File: src/rtl/dmactl_pkg.sv
package dmactl_pkg;

   typedef enum logic [1:0] {
      SZ_BYTE = 2'b00,
      SZ_HALF = 2'b01,
      SZ_WORD = 2'b10,
      SZ_RSVD = 2'b11
   } acc_size_e;

   localparam int DATA_W     = 32;
   localparam int CH_BYTES   = 8;
   localparam int OFF_CMD    = 0;
   localparam int OFF_STS    = 2;
   localparam int STS_ACT    = 0;
   localparam int STS_ERR    = 1;
   localparam int STS_IRQ    = 2;

   function automatic logic [DATA_W-1:0] ones_for(acc_size_e s);
      case (s)
         SZ_BYTE: ones_for = 32'h0000_00FF;
         SZ_HALF: ones_for = 32'h0000_FFFF;
         default: ones_for = 32'hFFFF_FFFF;
      endcase
   endfunction

endpackage

File: src/rtl/dmactl_decode.sv
module dmactl_decode
   import dmactl_pkg::*;
#(
   parameter int NCH = 2,
   parameter int CW  = 1,
   parameter int AW  = 4
) (
   input  logic            clk,
   input  logic            rst_n,
   input  logic            acc_valid,
   input  logic            acc_write,
   input  logic [AW-1:0]   acc_addr,
   input  acc_size_e       acc_size,
   output logic            rd_en,
   output logic [CW-1:0]   ch_idx,
   output logic [NCH-1:0]  cmd_we,
   output logic [NCH-1:0]  sts_we,
   output logic [NCH-1:0]  adr_we
);

   logic wr_en;
   logic ptr_slot;
   logic [1:0] boff;
   logic is_byte;
   logic is_word;

   assign rd_en    = acc_valid & ~acc_write;
   assign wr_en    = acc_valid &  acc_write;
   assign ptr_slot = acc_addr[2];
   assign boff     = acc_addr[1:0];
   assign is_byte  = (acc_size == SZ_BYTE);
   assign is_word  = (acc_size == SZ_WORD);

   generate
      if (NCH > 1) begin : g_multi
         assign ch_idx = acc_addr[AW-1:3];
      end else begin : g_single
         assign ch_idx = '0;
      end
   endgenerate

   for (genvar i = 0; i < NCH; i++) begin : g_we
      logic hit;
      assign hit       = wr_en && (ch_idx == CW'(i));
      assign cmd_we[i] = hit && !ptr_slot && is_byte && (boff == 2'(OFF_CMD));
      assign sts_we[i] = hit && !ptr_slot && is_byte && (boff == 2'(OFF_STS));
      assign adr_we[i] = hit &&  ptr_slot && is_word;
   end

   AST_ONE_STROBE: assert property (@(posedge clk) disable iff (!rst_n)
      $countones({cmd_we, sts_we, adr_we}) <= 1);
   AST_NO_WIDE_CMD: assert property (@(posedge clk) disable iff (!rst_n)
      (acc_size != SZ_BYTE) |-> ((cmd_we | sts_we) == '0));

endmodule

File: src/rtl/dmactl_chan.sv
module dmactl_chan
   import dmactl_pkg::*;
(
   input  logic              clk,
   input  logic              rst_n,
   input  logic              cmd_we,
   input  logic              sts_we,
   input  logic              adr_we,
   input  logic [DATA_W-1:0] wdata,
   input  logic              eng_active,
   input  logic              evt_irq,
   input  logic              evt_err,
   output logic [7:0]        cmd_q,
   output logic [7:0]        sts_q,
   output logic [DATA_W-1:0] adr_q
);

   logic [7:0] sts_d;

   always_comb begin
      sts_d = sts_q;
      if (sts_we) begin
         sts_d[7]   = 1'b0;
         sts_d[6:5] = wdata[6:5];
         sts_d[4:3] = 2'b00;
         sts_d[STS_IRQ] = sts_q[STS_IRQ] & ~wdata[STS_IRQ];
         sts_d[STS_ERR] = sts_q[STS_ERR] & ~wdata[STS_ERR];
      end
      sts_d[STS_ACT] = eng_active;
      if (evt_irq) sts_d[STS_IRQ] = 1'b1;
      if (evt_err) sts_d[STS_ERR] = 1'b1;
   end

   always_ff @(posedge clk) begin
      if (!rst_n) begin
         cmd_q <= '0;
         sts_q <= '0;
         adr_q <= '0;
      end else begin
         if (cmd_we) cmd_q <= wdata[7:0];
         sts_q <= sts_d;
         if (adr_we) adr_q <= {wdata[DATA_W-1:2], 2'b00};
      end
   end

   AST_IRQ_SETS: assert property (@(posedge clk) disable iff (!rst_n)
      evt_irq |=> sts_q[STS_IRQ]);
   AST_ERR_SETS: assert property (@(posedge clk) disable iff (!rst_n)
      evt_err |=> sts_q[STS_ERR]);
   AST_IRQ_CLEARS: assert property (@(posedge clk) disable iff (!rst_n)
      (sts_we && wdata[STS_IRQ] && !evt_irq) |=> !sts_q[STS_IRQ]);
   AST_ACT_FOLLOWS: assert property (@(posedge clk) disable iff (!rst_n)
      1'b1 |=> (sts_q[STS_ACT] == $past(eng_active)));
   AST_CMD_HOLDS: assert property (@(posedge clk) disable iff (!rst_n)
      !cmd_we |=> $stable(cmd_q));
   AST_PTR_HOLDS: assert property (@(posedge clk) disable iff (!rst_n)
      !adr_we |=> $stable(adr_q));

endmodule

File: src/rtl/dmactl_regfile.sv
module dmactl_regfile
   import dmactl_pkg::*;
#(
   parameter int NCH      = 2,
   parameter bit READ_REG = 1'b1,
   localparam int CW = (NCH > 1) ? $clog2(NCH) : 1,
   localparam int AW = (NCH > 1) ? CW + 3 : 3
) (
   input  logic                  clk,
   input  logic                  rst_n,
   input  logic                  acc_valid,
   input  logic                  acc_write,
   input  logic [AW-1:0]         acc_addr,
   input  logic [1:0]            acc_size,
   input  logic [DATA_W-1:0]     acc_wdata,
   output logic                  rd_valid,
   output logic [DATA_W-1:0]     rd_data,
   output logic [NCH*8-1:0]      cmd_out,
   output logic [NCH-1:0]        ch_start,
   output logic [NCH*DATA_W-1:0] desc_addr,
   input  logic [NCH-1:0]        eng_active,
   input  logic [NCH-1:0]        evt_irq,
   input  logic [NCH-1:0]        evt_err
);

   if (NCH < 1 || (NCH & (NCH - 1)) != 0) begin : g_bad_nch
      $error("dmactl_regfile: NCH must be a power of two");
   end

   acc_size_e         size_e;
   logic              rd_en;
   logic [CW-1:0]     ch_idx;
   logic [NCH-1:0]    cmd_we, sts_we, adr_we;
   logic [7:0]        cmd_q [NCH];
   logic [7:0]        sts_q [NCH];
   logic [DATA_W-1:0] adr_q [NCH];
   logic [DATA_W-1:0] rd_comb;

   assign size_e = acc_size_e'(acc_size);

   dmactl_decode #(.NCH(NCH), .CW(CW), .AW(AW)) u_decode (
      .clk       (clk),
      .rst_n     (rst_n),
      .acc_valid (acc_valid),
      .acc_write (acc_write),
      .acc_addr  (acc_addr),
      .acc_size  (size_e),
      .rd_en     (rd_en),
      .ch_idx    (ch_idx),
      .cmd_we    (cmd_we),
      .sts_we    (sts_we),
      .adr_we    (adr_we)
   );

   for (genvar i = 0; i < NCH; i++) begin : g_ch
      dmactl_chan u_chan (
         .clk        (clk),
         .rst_n      (rst_n),
         .cmd_we     (cmd_we[i]),
         .sts_we     (sts_we[i]),
         .adr_we     (adr_we[i]),
         .wdata      (acc_wdata),
         .eng_active (eng_active[i]),
         .evt_irq    (evt_irq[i]),
         .evt_err    (evt_err[i]),
         .cmd_q      (cmd_q[i]),
         .sts_q      (sts_q[i]),
         .adr_q      (adr_q[i])
      );
      assign cmd_out[i*8 +: 8]           = cmd_q[i];
      assign ch_start[i]                 = cmd_q[i][0];
      assign desc_addr[i*DATA_W +: DATA_W] = adr_q[i];
   end

   always_comb begin
      rd_comb = '0;
      if (rd_en) begin
         if (!acc_addr[2]) begin
            if (size_e == SZ_BYTE) begin
               case (acc_addr[1:0])
                  2'(OFF_CMD): rd_comb = {24'h0, cmd_q[ch_idx]};
                  2'(OFF_STS): rd_comb = {24'h0, sts_q[ch_idx]};
                  default:     rd_comb = ones_for(SZ_BYTE);
               endcase
            end else begin
               rd_comb = ones_for(size_e);
            end
         end else if (size_e == SZ_WORD) begin
            rd_comb = adr_q[ch_idx];
         end else begin
            rd_comb = ones_for(size_e);
         end
      end
   end

   generate
      if (READ_REG) begin : g_rd_reg
         always_ff @(posedge clk) begin
            if (!rst_n) begin
               rd_valid <= 1'b0;
               rd_data  <= '0;
            end else begin
               rd_valid <= rd_en;
               rd_data  <= rd_comb;
            end
         end
         AST_RD_RETURNS: assert property (@(posedge clk) disable iff (!rst_n)
            (acc_valid && !acc_write) |=> rd_valid);
         AST_WIDE_ONES: assert property (@(posedge clk) disable iff (!rst_n)
            (acc_valid && !acc_write && !acc_addr[2] && acc_size == 2'b01)
            |=> (rd_data == 32'h0000_FFFF));
      end else begin : g_rd_comb
         assign rd_valid = rd_en;
         assign rd_data  = rd_comb;
      end
   endgenerate

endmodule

File: config.mk
export PLATFORM = sky130hd
export DESIGN_NAME = dmactl_regfile
export DESIGN_NICKNAME = d
export VERILOG_FILES = /design/src/rtl/dmactl_pkg.sv /design/src/rtl/dmactl_decode.sv /design/src/rtl/dmactl_chan.sv /design/src/rtl/dmactl_regfile.sv
export SDC_FILE = /design/constraint.sdc
export NUM_CORES = 1
export LEC_CHECK = 0
export ABC_CLOCK_PERIOD_IN_PS = 1900
export BUFFER_PORTS_ARGS = -buffer_cell sky130_fd_sc_hd__buf_2
export CAP_MARGIN = 20
export CORE_UTILIZATION = 45
export DETAILED_ROUTE_END_ITERATION = 10
export MAX_ROUTING_LAYER = met4
export PLACE_DENSITY = 0.73
export SETUP_SLACK_MARGIN = 0.5
export SLEW_MARGIN = 20
export SYNTH_ARGS = -nofsm -noshare
export SYNTH_HDL_FRONTEND = slang
export SYNTH_SLANG_ARGS = --single-unit
File: constraint.sdc
create_clock -name clk -period 1.9 [get_ports clk]
set_input_delay 0.285 -clock clk [delete_from_list [all_inputs] [get_ports clk]]
set_output_delay 0.285 -clock clk [all_outputs]
set_load 0.02 [all_outputs]
After elaboration in Yosys (flattened, before gate mapping)

Cells that the tools add are included.

Register bits after elaboration: 119
Bits in latches: 0
Memory bits (writable): 0
ROM bits: 0
Output and inout bits: 115
Memories: 0

Add/subtract/negate cells: 0
Multiply operators: 0
Divide/modulo/power cells: 0
Magnitude comparators: 1
Equality and inequality tests: 3
Shift-type cells: 0
Muxes and demuxes: 21
Bitwise operators: 11
Reduce and logical (&&, ||, !) cells: 22

Operators with widths:

| cell                                          | count |
|---|---|
| two-way mux 32 bit                            | 7 |
| case mux 32 bit (2 select lines)              | 1 |
| two-way mux 8 bit                             | 5 |
| case mux 8 bit (2 select lines)               | 1 |
| logical AND 1 bit                             | 14 |
| nonzero test 2 bit                            | 4 |
| two-way mux 7 bit                             | 1 |
| AND 1 bit                                     | 6 |
| == test 2 bit, second input constant          | 2 |
| logical NOT 2 bit                             | 2 |
| two-way mux 1 bit                             | 4 |
| two-way mux 2 bit                             | 2 |
| NOT 1 bit                                     | 4 |
| == test 2 x 1 -> 1 bit, second input constant | 1 |
| >= comparator 2 bit, second input constant    | 1 |
| NOT 1 -> 2 bit                                | 1 |
| AND reduction 2 bit                           | 1 |
| logical NOT 1 bit                             | 1 |

Longest topological paths before layout

Gate-level depths: netlist of run 1.

Depth after elaboration: 7
Depth in mapped cells: 6
Depth with buffers taken out: 4

Hierarchy

A second synthesis of run 1 with hierarchy kept.

Cell total of the unflattened synthesis: 455
Area total of the unflattened synthesis: 5053.6 µm²

Modules (own cells, without submodules):

| module         | instances | cells each | area each (µm²) | sequential area each (µm²) |
|---|---|---|---|---|
| dmactl_chan    | 2         | 145        | 1680.4          | 860.8 |
| dmactl_regfile | 1         | 150        | 1600.3          | 660.6 |
| dmactl_decode  | 1         | 15         | 92.6            | 0.0 |

Worst setup path after synthesis of run 1

No wires, ideal clock.

Path type: input to register
Start: in acc_size[1]
End: reg g_ch[0].u_chan.cmd_q[0]
Setup time: 124 ps
Data arrival time: 1331 ps
Required time: 1776 ps
Path slack: 445 ps
Stages on the path: 5
Path buffers: 2
Path through: or4_1 -> buf_6 -> clkbuf_2 -> o21ai_0 -> a21boi_0

Word-level cells in the longest chain between the ends: 3

RTL lines:

| element                         | RTL line             | text |
|---|---|---|
| start: declaration              | dmactl_regfile.sv:14 | `input logic [1:0] acc_size,` |
| logical NOT 2 bit               | dmactl_decode.sv:31  | `assign is_byte = (acc_size == SZ_BYTE);` |
| logical AND 1 bit (2 in series) | dmactl_decode.sv:45  | `assign cmd_we[i] = hit && !ptr_slot && is_byte && (boff == 2'(OFF_CMD));` |
| end signal: assignment          | dmactl_chan.sv:40    | `if (cmd_we) cmd_q <= wdata[7:0];` |
| end: declaration                | dmactl_chan.sv:13    | `output logic [7:0] cmd_q,` |

Every way passes these cells.
A chain may end at the register's enable or synchronous reset.

Worst setup path in the final report of run 1

Start: reg g_ch[1].u_chan.adr_q[5]
End: out desc_addr[37]

RTL lines:

| element                  | RTL line             | text |
|---|---|---|
| start: declaration       | dmactl_chan.sv:15    | `output logic [DATA_W-1:0] adr_q` |
| start signal: assignment | dmactl_chan.sv:42    | `if (adr_we) adr_q <= {wdata[DATA_W-1:2], 2'b00};` |
| end: declaration         | dmactl_regfile.sv:20 | `output logic [NCH*DATA_W-1:0] desc_addr,` |

No word-level cell between the ends.

==> results_dict.tcl, run 1 <==
set metrics [dict create \
    status "finished clean" \
    critPathTopFamily "flip-flops" \
    viasPerCell 5.21 \
    whs_endpoint "g_ch[0].u_chan.adr_q[16]$_SDFFE_PN0P_" \
    worst_ep_required_time_ns 1.62 \
    worstPathCellList "buf_2" \
    leakage_nw 2.84 \
    io_buffers 158 \
    min_period_over_period_pct 70.8 \
    slowest_delay_ns 0.37 \
    setup_viol 0 \
    avgSynthCellArea_um2 9.86 \
    r2r_cells 3 \
    fin_skew_ns 0.00716 \
    slew_violations 0 \
    fmax_ghz 0.744 \
    cp_data_arrival_time_ns 1.06 \
    max_cap_violations 0 \
    power.switching_mw 1.35 \
    post-route-drc-count 0 \
    r2r-start "g_ch[0].u_chan.cmd_q[2]$_SDFFE_PN0P_" \
    place.gp.congestion 0.813 \
    r2r_slack_ns 0.79 \
    p_per_area_nw_per_um2 969 \
    num_vias 4117 \
    routed_wl_um 12600 \
    worstSetupPathType "flop to output port" \
    grt.overflow.total 0 \
    dp.cells 755 \
    drtPass1Iterations 5 \
    clock_path_buffers 2 \
    die_h_um 105 \
    die_w_um 105 \
    hold_start "acc_wdata[16]" \
    routedWlPerCell_um 16.0 \
    rsz0062_at_grt "no" \
    vdd_ir_drop_max_mv 0.472 \
    die_area_um2 11100 \
    ys_seq_elements 119 \
    start_kind "flop" \
    io_pins 163 \
    synth.area.top_cells "dfxtp_1 (50%), mux2i_1 (19%), nand2_1 (7.9%), a21oi_1 (2.8%), mux4_2 (2.3%)" \
    antenna_found_initial 0 \
    dpl.hpwl_um 8620 \
    fin_cells 790 \
    r2r_end "rd_data[2]$_SDFF_PN0_" \
    crit_buf_inv 1 \
    cts_max_level 4 \
    finalSetupTns_ns 0 \
    n_antenna_cell 0 \
    pre_cts_ws_ns 0.132 \
    synthCells 488 \
    initial_core_util_pct 46.6 \
    ctsRootBufferMaster "clkbuf_8" \
    ys_types 35 \
    layout_setup_ws_ns 0.555 \
    grt_usage_pct 23.8 \
    final_area_um2 6390 \
    synthesis.area_um2 4810 \
    hold_viol_final 0 \
    worstHoldPathType "input port to flop" \
    ys_seq_area_share_pct 49.5 \
    core_area_um2 10300 \
    cp_max_fo 3 \
    nets 689 \
    cts_buffers 17 \
    switching_share_pct 21.7 \
    grt_pass1_wl_um 19700 \
    area_growth_syn_to_layout_pct 32.9 \
    end_kind "output port" \
    synth_top_area_share_pct 49.5 \
    fin_crit_ns 1.34 \
    p_seq_share_pct 41.2 \
    slowest_stage "dfxtp_1" \
    row_count 37 \
    cts.sinks 119 \
    internal-power_mw 4.85 \
    clockPowerShare_pct 52.5 \
    post_cts_buffers 0 \
    fillCellCount 862 \
    yosys_warnings 0 \
    postPlaceCellArea_um2 5740 \
    grt_max_degree 117 \
    drive_gt1_share_pct 33.3 \
    cts_tree "yes" \
    grt_pass1_vias 4110 \
    path_clk_slew_ns 0.06 \
    worst_pin_slew_ns 0.724 \
    clock_latency_ns 0.51 \
    ant_nets 0 \
    drt_iter0_markers 212 \
    combPwrFrac_pct 6.3 \
    yosysTopAreaCell "dfxtp_1" \
    maxSlewHeadroom_pct 51.6 \
    hold-path-cell-count 3 \
]
==> area by class of cell <==
type / count / area, um2 / area share, %
Clock buffer: 25 / 494 / 7.73
Tap cell: 136 / 170 / 2.66
Timing Repair Buffer: 173 / 988 / 15.5
Inverter: 6 / 22.5 / 0.352
Multi-Input combinational cell: 324 / 2220 / 34.7
Sequential cell: 119 / 2380 / 37.3
Clock inverter: 7 / 115 / 1.80
==> power by group through the flow <==
stage / combinational, mW / clock (mW) / sequential (mW)
finish: 0.389 / 3.26 / 2.55
global route: 0.418 / 3.44 / 2.56
CTS: 0.388 / 3.31 / 2.55
detailed placement: 0.382 / 0 / 2.61
global placement: 0.376 / 0 / 2.61
floorplan: 0.196 / 0 / 2.64
==> how the worst max path moves through the flow <==
stage                                           end  slack (ns)  depth (start not counted)                                   from
2_1_floorplan  g_ch[0].u_chan.cmd_q[0]$_SDFFE_PN0P_        0.47                          5                            acc_size[1]
3_3_place_gp   g_ch[0].u_chan.sts_q[2]$_SDFFE_PN0P_        0.18                          4                            acc_size[1]
3_5_place_dp   g_ch[0].u_chan.sts_q[2]$_SDFFE_PN0P_        0.13                          4                            acc_size[1]
4_1_cts                               desc_addr[37]        0.52                          1   g_ch[1].u_chan.adr_q[5]$_SDFFE_PN0P_
5_1_grt                               desc_addr[60]        0.50                          1  g_ch[1].u_chan.adr_q[28]$_SDFFE_PN0P_
6_report                              desc_addr[37]        0.56                          1   g_ch[1].u_chan.adr_q[5]$_SDFFE_PN0P_
==> cells by family after synthesis <==
group / share of synthesized area [%]
buf+inv: 4.97
flops: 49.5
simple gates: 13.7
compound gates: 9.10
mux: 22.7
other cells: 0.0779
==> state kept, by name (all words and copies together) (netlist names) <==
register           flops
g_ch.u_chan.adr_q     60
g_ch.u_chan.cmd_q     16
g_ch.u_chan.sts_q     10
rd_data               32
rd_valid               1
==> Yosys cell counts <==
cell       instances
clkbuf_1          17
nand2_1          101
nor4_1             1
buf_6              1
nor4bb_1           1
a211oi_1           6
nand3_1           17
mux2i_1           91
buf_1              2
nor4_4             2
dfxtp_1          119
buf_4              6
o21ai_0           21
buf_2             14
nand4b_1           1
nor2_1             8
and2_1             3
a31oi_1            4
a21boi_0          14
nor3_4             1
clkbuf_2           1
a21boi_1           2
a21oi_1           27
nand3b_1           2
or4_1              1
clkbuf_8           1
nor3_1             1
and4b_1            1
o31ai_1            1
nand4bb_1          1
mux4_2             5
nor2b_1            2
inv_1              6
mux2_2             6
conb_1             1
==> stage by stage <==
step | utilization (%) | total power [mW] | hold slack, ns
after global routing | 61.9 | 6.41 | 0.0258
after global placement | 55.6 | 2.98 | 0.447
final | 61.9 | 6.20 | 0.0452
after floorplan | - | 2.84 | 0.386
after detailed placement | 55.6 | 2.99 | 0.460
after CTS | 61.8 | 6.25 | 0.0185
==> timing repair <==
| action | CTS | global route |
|---|---|---|
| endpoints found under the hold margin | 3 | 0 |
| resized for setup | 0 | 6 |
| setup endpoints to repair | 0 | 6 |
| hold buffers | 3 | 0 |
==> layer usage <==
| layer | track usage (%) | vias up | wire [um] |
|---|---|---|---|
| li1 | - | 1984 | - |
| met1 | 25.0 | 1956 | 5290 |
| met2 | 40.7 | 153 | 6360 |
| met3 | 5.75 | 24 | 676 |
| met4 | 13.8 | 0 | 286 |
| met5 | - | - | 0 |
==> cells in the final DEF, fill, tap and decap left out, types with 5 or more instances in the layout <==
cell type | netlist | final
buf_12 | 0 | 5
buf_4 | 6 | 13
mux2_2 | 6 | 6
inv_1 | 6 | 6
a211oi_1 | 6 | 6
a21boi_0 | 14 | 14
nand3_1 | 17 | 17
a21oi_1 | 27 | 27
mux4_2 | 5 | 5
o21ai_0 | 21 | 19
buf_2 | 14 | 152
dfxtp_1 | 119 | 118
clkbuf_16 | 0 | 16
nand2_1 | 101 | 101
clkbuf_8 | 1 | 6
nor2_1 | 8 | 7
mux2i_1 | 91 | 91
No activity file was read; power rests on OpenSTA's default activity.
==> run 2, diff against run 1 <==
--- a/config.mk
+++ b/config.mk
@@ -5,7 +5,7 @@
 export SDC_FILE = /design/constraint.sdc
 export NUM_CORES = 1
 export LEC_CHECK = 0
-export ABC_CLOCK_PERIOD_IN_PS = 1900
+export ABC_CLOCK_PERIOD_IN_PS = 1400
 export BUFFER_PORTS_ARGS = -buffer_cell sky130_fd_sc_hd__buf_2
 export CAP_MARGIN = 20
 export CORE_UTILIZATION = 45
==> constraint.sdc (replaced) <==
create_clock -name clk -period 1.4 [get_ports clk]
set_input_delay 0.21 -clock clk [delete_from_list [all_inputs] [get_ports clk]]
set_output_delay 0.21 -clock clk [all_outputs]
set_load 0.02 [all_outputs]
==> results_dict.tcl, run 2 (same netlist as run 1, synthesis figures left out) <==
set metrics [dict create \
    dpl.hpwl_um 8910 \
    cts.sinks 119 \
    hold_viol_final 0 \
    worst_ep_required_time_ns 1.80 \
    pre_cts_ws_ns -0.208 \
    num_vias 5372 \
    end_kind "flop" \
    routedWlPerCell_um 22.3 \
    slew_violations 0 \
    drtPass1Iterations 6 \
    nets 841 \
    clock_latency_ns 0.54 \
    cts_max_level 4 \
    slowest_stage "mux4_2" \
    grt_usage_pct 34.8 \
    worstPathCellList "mux4_2 > nor2_4 > a211oi_1" \
    area_growth_syn_to_layout_pct 89.4 \
    whs_endpoint "rd_valid$_SDFF_PN0_" \
    drt_iter0_markers 493 \
    p_total_mw 8.49 \
    post-route-util_pct 88.3 \
    r2r_slack_ns 0.13 \
    cp_max_fo 3 \
    layout_setup_ws_ns 0.131 \
    cts_buffers 17 \
    worstSetupPathType "flop to flop" \
    r2r_end "rd_data[2]$_SDFF_PN0_" \
    grt_max_degree 71 \
    initial_core_util_pct 46.6 \
    cp_data_arrival_time_ns 1.67 \
    slowest_delay_ns 0.53 \
    top_register "g_ch.u_chan.adr_q" \
    layout_common_cells "buf_6 (136), dfxtp_2 (104), nand2_1 (97)" \
    grt_pass1_vias 5329 \
    hold_start "rst_n" \
    met1_usage_pct 37.3 \
    leakage_nw 3.85 \
    io_buffers 158 \
    reg_top3 "g_ch.u_chan.adr_q (60), rd_data (32), g_ch.u_chan.cmd_q (16)" \
    routed_wl_um 21000 \
    met2_usage_pct 59.4 \
    place.gp.congestion 0.867 \
    min_period_over_period_pct 90.7 \
    largest_register_ff_count 60 \
    start_kind "flop" \
    viasPerCell 5.70 \
    antenna_found_initial 0 \
    final_common_cell "buf_6" \
    row_count 37 \
    clock_path_buffers 2 \
    p_per_area_nw_per_um2 932 \
    setup_viol 0 \
    grt.overflow.total 0 \
    fin_skew_ns 0.00879 \
    worstHoldPathType "input port to flop" \
    worst_pin_slew_ns 0.656 \
    vdd_ir_drop_max_mv 0.823 \
    hold-path-cell-count 3 \
    io_pins 163 \
    drive_gt1_share_pct 62.7 \
    die_area_um2 11100 \
    die_h_um 105 \
    cts_tree "yes" \
    grt_pass1_wl_um 28100 \
    core_area_um2 10300 \
    fmax_ghz 0.788 \
    rsz0062_at_grt "yes" \
    post-route-drc-count 0 \
    die_w_um 105 \
    busiest_layer "met2" \
    path_clk_slew_ns 0.06 \
    use_met3_pct 8.04 \
    n_antenna_cell 0 \
    maxSlewHeadroom_pct 55.9 \
    max_cap_violations 0 \
    worst_hold_slack_ns 0.115 \
    status "finished clean" \
    fin_crit_ns 1.27 \
    ant_nets 0 \
    ctsRootBufferMaster "clkbuf_8" \
    postPlaceCellArea_um2 5960 \
    final_area_um2 9110 \
    r2r-start "g_ch[1].u_chan.cmd_q[2]$_SDFFE_PN0P_" \
    r2r_cells 3 \
]
run 2: cell count changes in the layout (fill, tap and decap cells not counted), moves of 7 or more:
cell,before,now
buf_6,0,136
buf_2,152,42
dfxtp_1,118,10
dfxtp_2,1,104
buf_4,13,82
dlygate4sd3_1,3,38
a21oi_1,27,11
a21oi_2,0,15
o21ai_0,19,4
a21boi_0,14,0
buf_12,5,15
a21boi_1,2,10
mux2i_1,91,84
o21ai_2,0,7
run 2: layout make-up:
cell class | count | area [um2]
well taps | 136 | 170
inverters | 6 | 22.5
multi-input cells | 325 | 2570
repair buffers | 324 | 3270
clock inverters | 12 | 93.8
fillers | 410 | 1210
clock buffers | 20 | 455
flip-flops and latches | 119 | 2530
run 2: worst max-delay path by stage:
stage | start | endpoint | slack, ns | cells after the start
2_1_floorplan | acc_size[1] | g_ch[0].u_chan.cmd_q[0]$_SDFFE_PN0P_ | 0.08 | 5
3_3_place_gp | acc_size[1] | g_ch[1].u_chan.cmd_q[7]$_SDFFE_PN0P_ | -0.13 | 5
3_5_place_dp | acc_size[1] | g_ch[0].u_chan.cmd_q[6]$_SDFFE_PN0P_ | -0.21 | 5
4_1_cts | g_ch[1].u_chan.cmd_q[0]$_SDFFE_PN0P_ | cmd_out[8] | 0.15 | 1
5_1_grt | g_ch[1].u_chan.cmd_q[5]$_SDFFE_PN0P_ | cmd_out[13] | 0.12 | 1
6_report | g_ch[1].u_chan.cmd_q[2]$_SDFFE_PN0P_ | rd_data[2]$_SDFF_PN0_ | 0.13 | 3
run 2: metal layers:
| metal | routed length, um | part of all wire [%] |
|---|---|---|
| met4 | 1180 | 5.6 |
| met5 | 0 | 0 |
| met1 | 7630 | 36 |
| met2 | 10500 | 50 |
| met3 | 1710 | 8.1 |
run 2: repair_timing:
action,4_1_cts,5_1_grt
hold buffers,38,0
gates resized for setup,372,91
endpoints found under the setup margin,159,202
cloned,5,2
pin swaps,19,17
hold endpoints to repair,73,0
buffers inserted,66,29
run 2: power by group:
part / internal, mW / switching (mW) / total, mW
sequential: 3.44 / 0.0345 / 3.47
combinational: 0.431 / 0.469 / 0.900
clock: 2.34 / 1.78 / 4.12
total: 6.21 / 2.28 / 8.49
run 2: worst max-delay path, delay by kind of cell, from the launching register on:
family,cells,cell delay (ns)
AO/OA/AOI/OAI,1,0.08
flip-flops,1,0.36
multiplexers,1,0.53
AND/OR/NAND/NOR,1,0.15
run 2: per-stage QoR:
stage,TNS (ns),std cells
2_1_floorplan,0,491
3_3_place_gp,-2.30,770
3_5_place_dp,-5.75,770
4_1_cts,0,911
5_1_grt,0,942
6_report,0,942
